### config.mk
export PLATFORM = sky130hd
export DESIGN_NAME = vmask_ffs_top
export DESIGN_NICKNAME = d
export VERILOG_FILES = /design/src/rtl/vffs_pkg.sv /design/src/rtl/vffs_decode.sv /design/src/rtl/vffs_gather.sv /design/src/rtl/vffs_prio.sv /design/src/rtl/vmask_ffs_top.sv
export SDC_FILE = /design/constraint.sdc
export NUM_CORES = 1
export LEC_CHECK = 0
export ABC_AREA = 1
export BUFFER_PORTS_ARGS = -buffer_cell sky130_fd_sc_hd__buf_2
export CAP_MARGIN = 5
export CORE_AREA = 2 2 149 151
export CTS_CLUSTER_DIAMETER = 50
export CTS_CLUSTER_SIZE = 10
export DETAILED_ROUTE_END_ITERATION = 7
export DIE_AREA = 0 0 151 153
export GPL_TIMING_DRIVEN = 0
export HOLD_SLACK_MARGIN = 0.15
export PLACE_DENSITY = 0.69
export SYNTH_ARGS = -nofsm -noshare
export SYNTH_HDL_FRONTEND = slang
export SYNTH_SLANG_ARGS = --single-unit
### constraint.sdc
create_clock -name clk -period 7.7 [get_ports clk]
set_input_delay 0.385 -clock clk [delete_from_list [all_inputs] [get_ports clk]]
set_output_delay 0.385 -clock clk [all_outputs]
set_load 0.01 [all_outputs]
### src/rtl/vffs_pkg.sv
`timescale 1ns/1ps
// vffs_pkg: instruction field constants shared by the find-first-set unit.
// Assumes the 32-bit vector instruction layout with fixed opcode fields.
package vffs_pkg;
    localparam logic [5:0] FFS_FUNCT6 = 6'b010101;
    localparam logic [2:0] FFS_FUNCT3 = 3'b010;
    localparam logic [6:0] FFS_OPCODE = 7'b1010111;
endpackage

### src/rtl/vffs_decode.sv
`timescale 1ns/1ps
// vffs_decode: recognises the find-first-set instruction word and breaks
// out its register and vm fields. Purely combinational; bits [19:15] unused.
module vffs_decode
    import vffs_pkg::*;
(
    input  logic [31:0] insn,
    output logic        hit,
    output logic [4:0]  rd,
    output logic [4:0]  vs2,
    output logic        vm
);
    // Match the three fixed fields and extract the operand fields.
    always_comb begin
        hit = (insn[31:26] == FFS_FUNCT6) && (insn[14:12] == FFS_FUNCT3) &&
              (insn[6:0] == FFS_OPCODE);
        vm  = insn[25];
        vs2 = insn[24:20];
        rd  = insn[11:7];
    end
endmodule

### src/rtl/vffs_gather.sv
`timescale 1ns/1ps
// vffs_gather: builds one bit per element that is set when the element is
// below the clamped vector length, active, and set in the source mask.
// Assumes the element mask bit lies at position i<<stride in both images.
module vffs_gather #(
    parameter int VLEN     = 128,
    parameter int LOG2_MAX = 6,
    parameter int ML_W     = 3,
    parameter int VL_W     = 8
) (
    input  logic [VLEN-1:0] src,
    input  logic [VLEN-1:0] v0,
    input  logic            vm,
    input  logic [VL_W-1:0] vl,
    input  logic [ML_W-1:0] mlen_log2,
    output logic [VLEN-1:0] elem_vec,
    output logic [VL_W-1:0] vl_eff
);
    localparam int NV = LOG2_MAX + 1;

    logic [ML_W-1:0]         lg_eff;
    logic [VL_W-1:0]         vlmax;
    logic [NV-1:0][VLEN-1:0] cand;
    logic [VLEN-1:0]         lim;

    // Saturate the stride code and clamp the vector length.
    always_comb begin
        lg_eff = (mlen_log2 > ML_W'(LOG2_MAX)) ? ML_W'(LOG2_MAX) : mlen_log2;
        vlmax  = VL_W'(VLEN >> lg_eff);
        vl_eff = (vl > vlmax) ? vlmax : vl;
    end

    // One candidate element vector per supported stride.
    for (genvar k = 0; k < NV; k++) begin : g_stride
        for (genvar i = 0; i < VLEN; i++) begin : g_elem
            if (i < (VLEN >> k)) begin : g_live
                assign cand[k][i] = src[i << k] & (vm | v0[i << k]);
            end else begin : g_dead
                assign cand[k][i] = 1'b0;
            end
        end
    end

    // Per-element length limit.
    for (genvar i = 0; i < VLEN; i++) begin : g_lim
        assign lim[i] = (VL_W'(i) < vl_eff);
    end

    // Pick the stride variant and apply the length limit.
    always_comb elem_vec = cand[lg_eff] & lim;
endmodule

### src/rtl/vffs_prio.sv
`timescale 1ns/1ps
// vffs_prio: lowest-index priority encoder over the element vector.
// Assumes IDX_W is wide enough to hold VLEN-1.
module vffs_prio #(
    parameter int VLEN  = 128,
    parameter int IDX_W = 7
) (
    input  logic [VLEN-1:0]  vec,
    output logic             found,
    output logic [IDX_W-1:0] idx
);
    // Scan from the top down so the lowest set bit is the one that remains.
    always_comb begin
        found = 1'b0;
        idx   = '0;
        for (int i = VLEN - 1; i >= 0; i--) begin
            if (vec[i]) begin
                found = 1'b1;
                idx   = IDX_W'(i);
            end
        end
    end
endmodule

### src/rtl/vmask_ffs_top.sv
`timescale 1ns/1ps
// vmask_ffs_top: masked vector find-first-set unit. It decodes the word,
// searches the active elements and registers the scalar result with a
// one-cycle done pulse. Assumes start is a single-cycle pulse and that the
// operands are valid with it.
module vmask_ffs_top #(
    parameter int VLEN     = 128,
    parameter int XLEN     = 64,
    parameter int LOG2_MAX = 6,
    parameter int VL_W     = $clog2(VLEN + 1),
    parameter int ML_W     = $clog2(LOG2_MAX + 2)
) (
    input  logic            clk,
    input  logic            rst_n,
    input  logic            start,
    input  logic [31:0]     insn,
    input  logic [VLEN-1:0] src_mask,
    input  logic [VLEN-1:0] v0_mask,
    input  logic [VL_W-1:0] vl,
    input  logic [ML_W-1:0] mlen_log2,
    output logic            decode_hit,
    output logic [4:0]      rd_idx,
    output logic [4:0]      vs2_idx,
    output logic            vm_flag,
    output logic            done,
    output logic [XLEN-1:0] result
);
    localparam int IDX_W = $clog2(VLEN);

    logic [VLEN-1:0]  elem_vec;
    logic [VL_W-1:0]  vl_eff;
    logic             found;
    logic [IDX_W-1:0] idx;
    logic             accept;

    vffs_decode u_dec (
        .insn (insn),
        .hit  (decode_hit),
        .rd   (rd_idx),
        .vs2  (vs2_idx),
        .vm   (vm_flag)
    );

    vffs_gather #(.VLEN(VLEN), .LOG2_MAX(LOG2_MAX), .ML_W(ML_W), .VL_W(VL_W)) u_gat (
        .src       (src_mask),
        .v0        (v0_mask),
        .vm        (vm_flag),
        .vl        (vl),
        .mlen_log2 (mlen_log2),
        .elem_vec  (elem_vec),
        .vl_eff    (vl_eff)
    );

    vffs_prio #(.VLEN(VLEN), .IDX_W(IDX_W)) u_pri (
        .vec   (elem_vec),
        .found (found),
        .idx   (idx)
    );

    // An operation is accepted only for a matching word.
    always_comb accept = start & decode_hit;

    // Register the done pulse and the result; the result holds otherwise.
    always_ff @(posedge clk) begin
        if (!rst_n) begin
            done   <= 1'b0;
            result <= '0;
        end else begin
            done <= accept;
            if (accept) begin
                result <= found ? {{(XLEN-IDX_W){1'b0}}, idx} : '1;
            end
        end
    end

    // done follows an accepted start, and nothing else.
    p_done_after_start_r2: assert property (@(posedge clk) disable iff (!rst_n)
        accept |=> done);
    p_no_done_without_start_r2: assert property (@(posedge clk) disable iff (!rst_n)
        !accept |=> !done);
    // the result holds unless an operation was accepted.
    p_result_hold_r10: assert property (@(posedge clk) disable iff (!rst_n)
        !accept |=> $stable(result));
    // no element at or above the effective length is a candidate.
    p_beyond_vl_r3: assert property (@(posedge clk) disable iff (!rst_n)
        (elem_vec >> vl_eff) == '0);
    // the clamp never raises the length.
    p_clamp_r8: assert property (@(posedge clk) disable iff (!rst_n)
        vl_eff <= vl);
    // the encoder points at a set bit with nothing set below it.
    p_lowest_r5: assert property (@(posedge clk) disable iff (!rst_n)
        found |-> (elem_vec[idx] && ((elem_vec & ((VLEN'(1) << idx) - VLEN'(1))) == '0)));
endmodule

# Yosys cells after proc, flatten, opt, wreduce, memory -nomap -nowiden
# Index checks and enable logic that the tools add are counted.
# W data, S select, Z words.
# totals
inputBits	302
output_inout_bits	77
ff_bits	65
# classes
mux	261
n_bitwise	258
n_eq_ne	3
shift	1
n_reduce_logical	2
magnitude_cmp	131
# op_table
op	count
$mux W7	128
$lt A7 B8 Y1 const A	64
$bmux W128 S3	1
$lt A6 B8 Y1 const A	32
$and A1 B1 Y1	129
$and A128 B128 Y128	1
$lt A5 B8 Y1 const A	16
$mux W1	128
$mux W128	1
$or A1 B1 Y1	128
$lt A4 B8 Y1 const A	8
$mux W64	1
$lt A3 B8 Y1 const A	4
$lt A1 B8 Y1 const A	2
$lt A2 B8 Y1 const A	2
$gt A8 B8 Y1	1
$mux W8	1
$shr A8 B3 Y8 const A	1
$eq A7 B7 Y1 const B	1
$eq A6 B5 Y1 const B	1
$lt A3 B4 Y1 const B	1
$eq A3 B2 Y1 const B	1
$gt A3 B3 Y1 const B	1
$mux W3	1
$logic_and A1 B1 Y1	2

# Longest topological paths before layout
# logic_depth
ltp_word	136
depth_mapped	147
ltp_nobuf	146

# Hierarchy
# Synthesis repeated with hierarchy kept, for this count alone.
# hier_totals
hier_cells	1483
hier_area_um2	7865.0
# by_module_without_submodules
module	n_inst	seq_area_each_um2	area_per_inst_um2	cells_per_inst
vffs_gather	1	0.0	4523.1	858
vffs_prio	1	0.0	2343.5	471
vmask_ffs_top	1	180.2	833.3	121
vffs_decode	1	0.0	165.2	33

# Least setup slack after synthesis
# Ideal clock, no wire load.
# synth_timing
kind	input port to flip-flop
start	input mlen_log2[1]
end	register result[0]
path_slack_ns	-0.700
arrival_ns	8.280
path_stages	144
setup_time_ns	0.120
path_cell_list	buf_6 -> nor2_4 -> inv_6 -> nor2_4 -> inv_2 -> clkbuf_1 -> ha_1 -> a21o_1 -> nor2_1 -> nand2_4 -> nand2_4 -> nand2_1 -> nor2_4 -> nand3_1 -> nand2_1 -> nand3_1 -> nand2_1 -> nand2_1 -> [108 not listed] -> nand2_1 -> nand2_1 -> nand2_1 -> nand2_1 -> nand2_1 -> nand2_1 -> nand2_1 -> nand2_1 -> nand2_1 -> nand2_1 -> nand2_1 -> nand2_1 -> nand2_1 -> nand2_1 -> nand2_1 -> nand2_1 -> nand2_1 -> a21oi_2
# synth_via
elab_chain_len	136
elab_cells_between_ends	393
# synth_rtl
item	line_no	text
start, declared	vmask_ffs_top.sv:20	input logic [ML_W-1:0] mlen_log2,
$gt A3 B3 Y1	vffs_gather.sv:28	lg_eff = (mlen_log2 > ML_W'(LOG2_MAX)) ? ML_W'(LOG2_MAX) : mlen_log2;
$mux W3 (*)	vffs_gather.sv:28	
$shr A8 B3 Y8	vffs_gather.sv:29	vlmax = VL_W'(VLEN >> lg_eff);
$gt A8 B8 Y1	vffs_gather.sv:30	vl_eff = (vl > vlmax) ? vlmax : vl;
$mux W8	vffs_gather.sv:30	
$lt A7 B8 Y1	vffs_gather.sv:46	assign lim[i] = (VL_W'(i) < vl_eff);
$and A128 B128 Y128 (*)	vffs_gather.sv:50	always_comb elem_vec = cand[lg_eff] & lim;
$mux W7 / $mux W1 (equally long branches) (128 in a row)	vffs_prio.sv:17	if (vec[i]) begin
$mux W64 (*)	vmask_ffs_top.sv:71	result <= found ? {{(XLEN-IDX_W){1'b0}}, idx} : '1;
end signal, assigned	vmask_ffs_top.sv:71	
end, declared	vmask_ffs_top.sv:26	output logic [XLEN-1:0] result
# Mark *: on every way between the ends. The rest lies on a longest branch, timed or not. The select of a mux whose other input is x is not followed.
# A chain may end at the register's enable or synchronous reset.

# Worst setup path in the final report
# Ends and elaborated chain as after synthesis.

==> metrics.md <==
| Metric | Value |
|---|---|
| Status | finished, violations left |
| Violated checks | negative setup slack |
| Pre-Repair DR Iteration Count | 6 |
| Commonest non-fill, non-tap cell in the layout | buf_2 |
| Detailed-route via count | between 10000 and 15000 |
| I/O pin count | between 300 and 400 |
| TritonCTS Sinks | 9 |
| Setup TNS | -1.79 ns |
| Layout cell share with drive strength beyond 1 | 0.367 |
| Clk root buf | clkbuf_16 |
| Dpl cell area | 8690 sq um |
| Num CTS Buffers | 3 |
| Die area | 23100 sq um |
| Number of synthesized flops with an enable pin | 0 |
| Worst slack, placed | -2.99 ns |
| Synth Flop Type | dfxtp_1 |
| PwrDens | 91.4 nW/um^2 |
| RSZ-0062 raised after global routing | true |
| Crit path capture type | flip-flop |
| Initial core utilization | 0.296 |
| Area delta synth->final | 48.2% |
| CTS tree | done |
| Fin area | 9420 sq um |
| Largest stage delay on the critical path | 0.27 ns |
| Total Routing Usage GR | 0.311 |
| Final setup vio count | 1 |
| Worst Clk Skew | 0 ns |
| Slew headroom | 0.127 |
| Core region area | between 20000 and 25000 sq um |
| Min Hold Slack | 0.372 ns |
| Commonest non-fill, non-tap cells in the layout | buf_2, nand2_1, inv_1 |
| Antenna Nets Post-Route | 0 |
| Final setup margin | -1.79 ns |
| Clk slew on worst S/H paths | 0.04 ns |
| PortBufs | 362 |
| Yosys cell types | between 50 and 60 |
| Largest net degree at the start of global routing | 59 |
| Max VDD drop | 0.0637 mV |
| Post-synthesis cell area | ~6400 sq um |
| Seq cells post-synth | 9 |
| Slew at the pin with the worst max-slew slack | 1.30 ns |
| Final Util | 0.439 |
| MaxCap Viol Count | 0 |
| Post-layout min period | 9.49 ns |
| Peak Freq | 105 MHz |
| Die Wd | between 150 and 200 um |
| Most frequent CP cell | nand2_1 |
| CTS Buffer Depth | 2 |
| Worst skew pair latency | 0.23 ns |
| Slowest-stage cell, CP | ha_4 |
| DPL Wire Length | roughly 30000 um |
| Final period util | 1.23 |
| Required @ worst endpoint | around 7.9 ns |
| Initial antenna violation count | 4 |
| Post-synth ARST share | 0 |
| Max-slew violations | 0 |
| Register area share after synthesis | 0.0283 |
| H-Tree Level Count | 1 |
| DR vias/cell | 5.27 |
| Global-route wire length before repair | about 54000 um |
| DR WL/cell | 19.8 um |
| Placer Congestion | slightly above 1 |
| Crit path launch type | input pin |
| DRC viols | 0 |
| Synth Instances | 1222 |
| WL final | 38000 um |
| Crit Path Max Fanout | 10 |
| Grt ovf | 0 |
| Worst Hold Class | in -> reg |
| Final hold vios | 0 |
| Syn_area_per_cell | 5.20 sq um |
| Yosys Warn Count | 0 |
| Nets | around 2000 |
| Worst Path Arrival | 9.66 ns |
| Iteration-0 DRC Markers | 1118 |
| LEAKAGE | 5.28 nW |
| Row count | 54 |
| Post-synth net total | 1532 |
| Die Ht | 153 um |
| Number of global-route vias before repair | 9209 |
| WS Path Type | in -> reg |
-- registers in the layout, summed over array words and instances, names as in the netlist --
name / flops
result: 8
done: 1
-- synth_stat cells (3+ instances only) --
master | instances | area, sq um
ha_1 | 8 | 100
nor2_2 | 6 | 37.5
o22ai_1 | 8 | 50.1
nor3_1 | 37 | 185
nor2_1 | 132 | 495
o21ai_0 | 152 | 761
nand4_1 | 7 | 43.8
buf_2 | 3 | 15.0
o21a_1 | 8 | 60.1
inv_2 | 14 | 52.6
nand2_1 | 313 | 1170
a2111oi_0 | 3 | 26.3
a31oi_1 | 5 | 31.3
a211oi_1 | 12 | 90.1
nand2_4 | 8 | 90.1
clkbuf_1 | 15 | 56.3
nand2_2 | 4 | 25.0
a221oi_1 | 10 | 87.6
and2_1 | 3 | 18.8
dfxtp_1 | 9 | 180
a21oi_1 | 48 | 240
o221ai_1 | 9 | 78.8
o211ai_1 | 34 | 255
buf_4 | 80 | 601
nor2_4 | 6 | 67.6
a21boi_0 | 4 | 30.0
nand3_1 | 40 | 200
inv_1 | 163 | 612
nor4_1 | 15 | 93.8
o2111ai_1 | 25 | 219
-- cell type report --
cell class / count / area, sq um
tap: 280 / 350
multi-input combinational: 931 / 5090
inverter: 180 / 726
sequential: 9 / 181
buffer: 103 / 752
antenna: 1 / 2.50
clock buffer: 4 / 78.8
timing repair buffer: 414 / 2240
fill: 2377 / 12100
-- critical path: cells and delay by family --
family / cells / cell delay (ns)
simple gates: 130 / 7.59
buf+inv: 7 / 0.96
compound gates: 3 / 0.48
fa+ha+maj: 1 / 0.27
-- logic make-up (layout without fill, tap and decap cells) --
group / count (synthesis) / after routing / share of synthesized area
AO/OA/AOI/OAI: 337 / 337 / 0.329
adder cells (fa/ha/maj): 8 / 8 / 0.0157
buffers and inverters: 283 / 701 / 0.221
flip-flops: 9 / 9 / 0.0283
multiplexers: 2 / 2 / 0.00315
other: 1 / 2 / 0.000590
AND/OR/NAND/NOR: 582 / 583 / 0.403
-- layer usage --
metal	global-route usage	wire length (um)	part of all wire
met3	0.0591	4220	0.11
met5	0	13	0.00034
met1	0.426	15800	0.41
met2	0.502	16900	0.45
met4	0.0721	1080	0.028
-- worst paths after layout --
path / cells after the start / from / end / slack (ns)
setup reg to reg: 2 / result[62]$_SDFFE_PN0P_ / result[62]$_SDFFE_PN0P_ / 6.41
hold / removal: 3 / rst_n / result[5]$_SDFFE_PN0P_ / 0.37
hold reg to reg: 2 / result[2]$_SDFFE_PN0P_ / result[2]$_SDFFE_PN0P_ / 0.53
setup / recovery: 141 / mlen_log2[1] / result[0]$_SDFFE_PN0P_ / -1.79
-- per-stage QoR --
step	power, mW	instances
2_1_floorplan	0.446	1222
3_3_place_gp	0.695	1864
3_5_place_dp	0.696	1864
4_1_cts	0.822	1901
5_1_grt	0.928	1922
6_report	0.861	1922
-- what timing repair did --
action / 4_1_cts / 5_1_grt
hold buffers: 0 / 0
gates resized for setup: 35 / 25
pin swaps: 22 / 13
endpoints found under the setup margin: 3 / 6
cloned: 1 / 0
setup buffers: 32 / 20
-- report_power, final --
group,switching (mW),leakage (nW),total (mW),internal (mW)
registers,0.0000000826,0.0730,0.0468,0.0468
logic,0.471,5.17,0.723,0.252
clock network,0.0222,0.0382,0.0914,0.0692
Note: power is estimated with default switching activity, not from simulation.
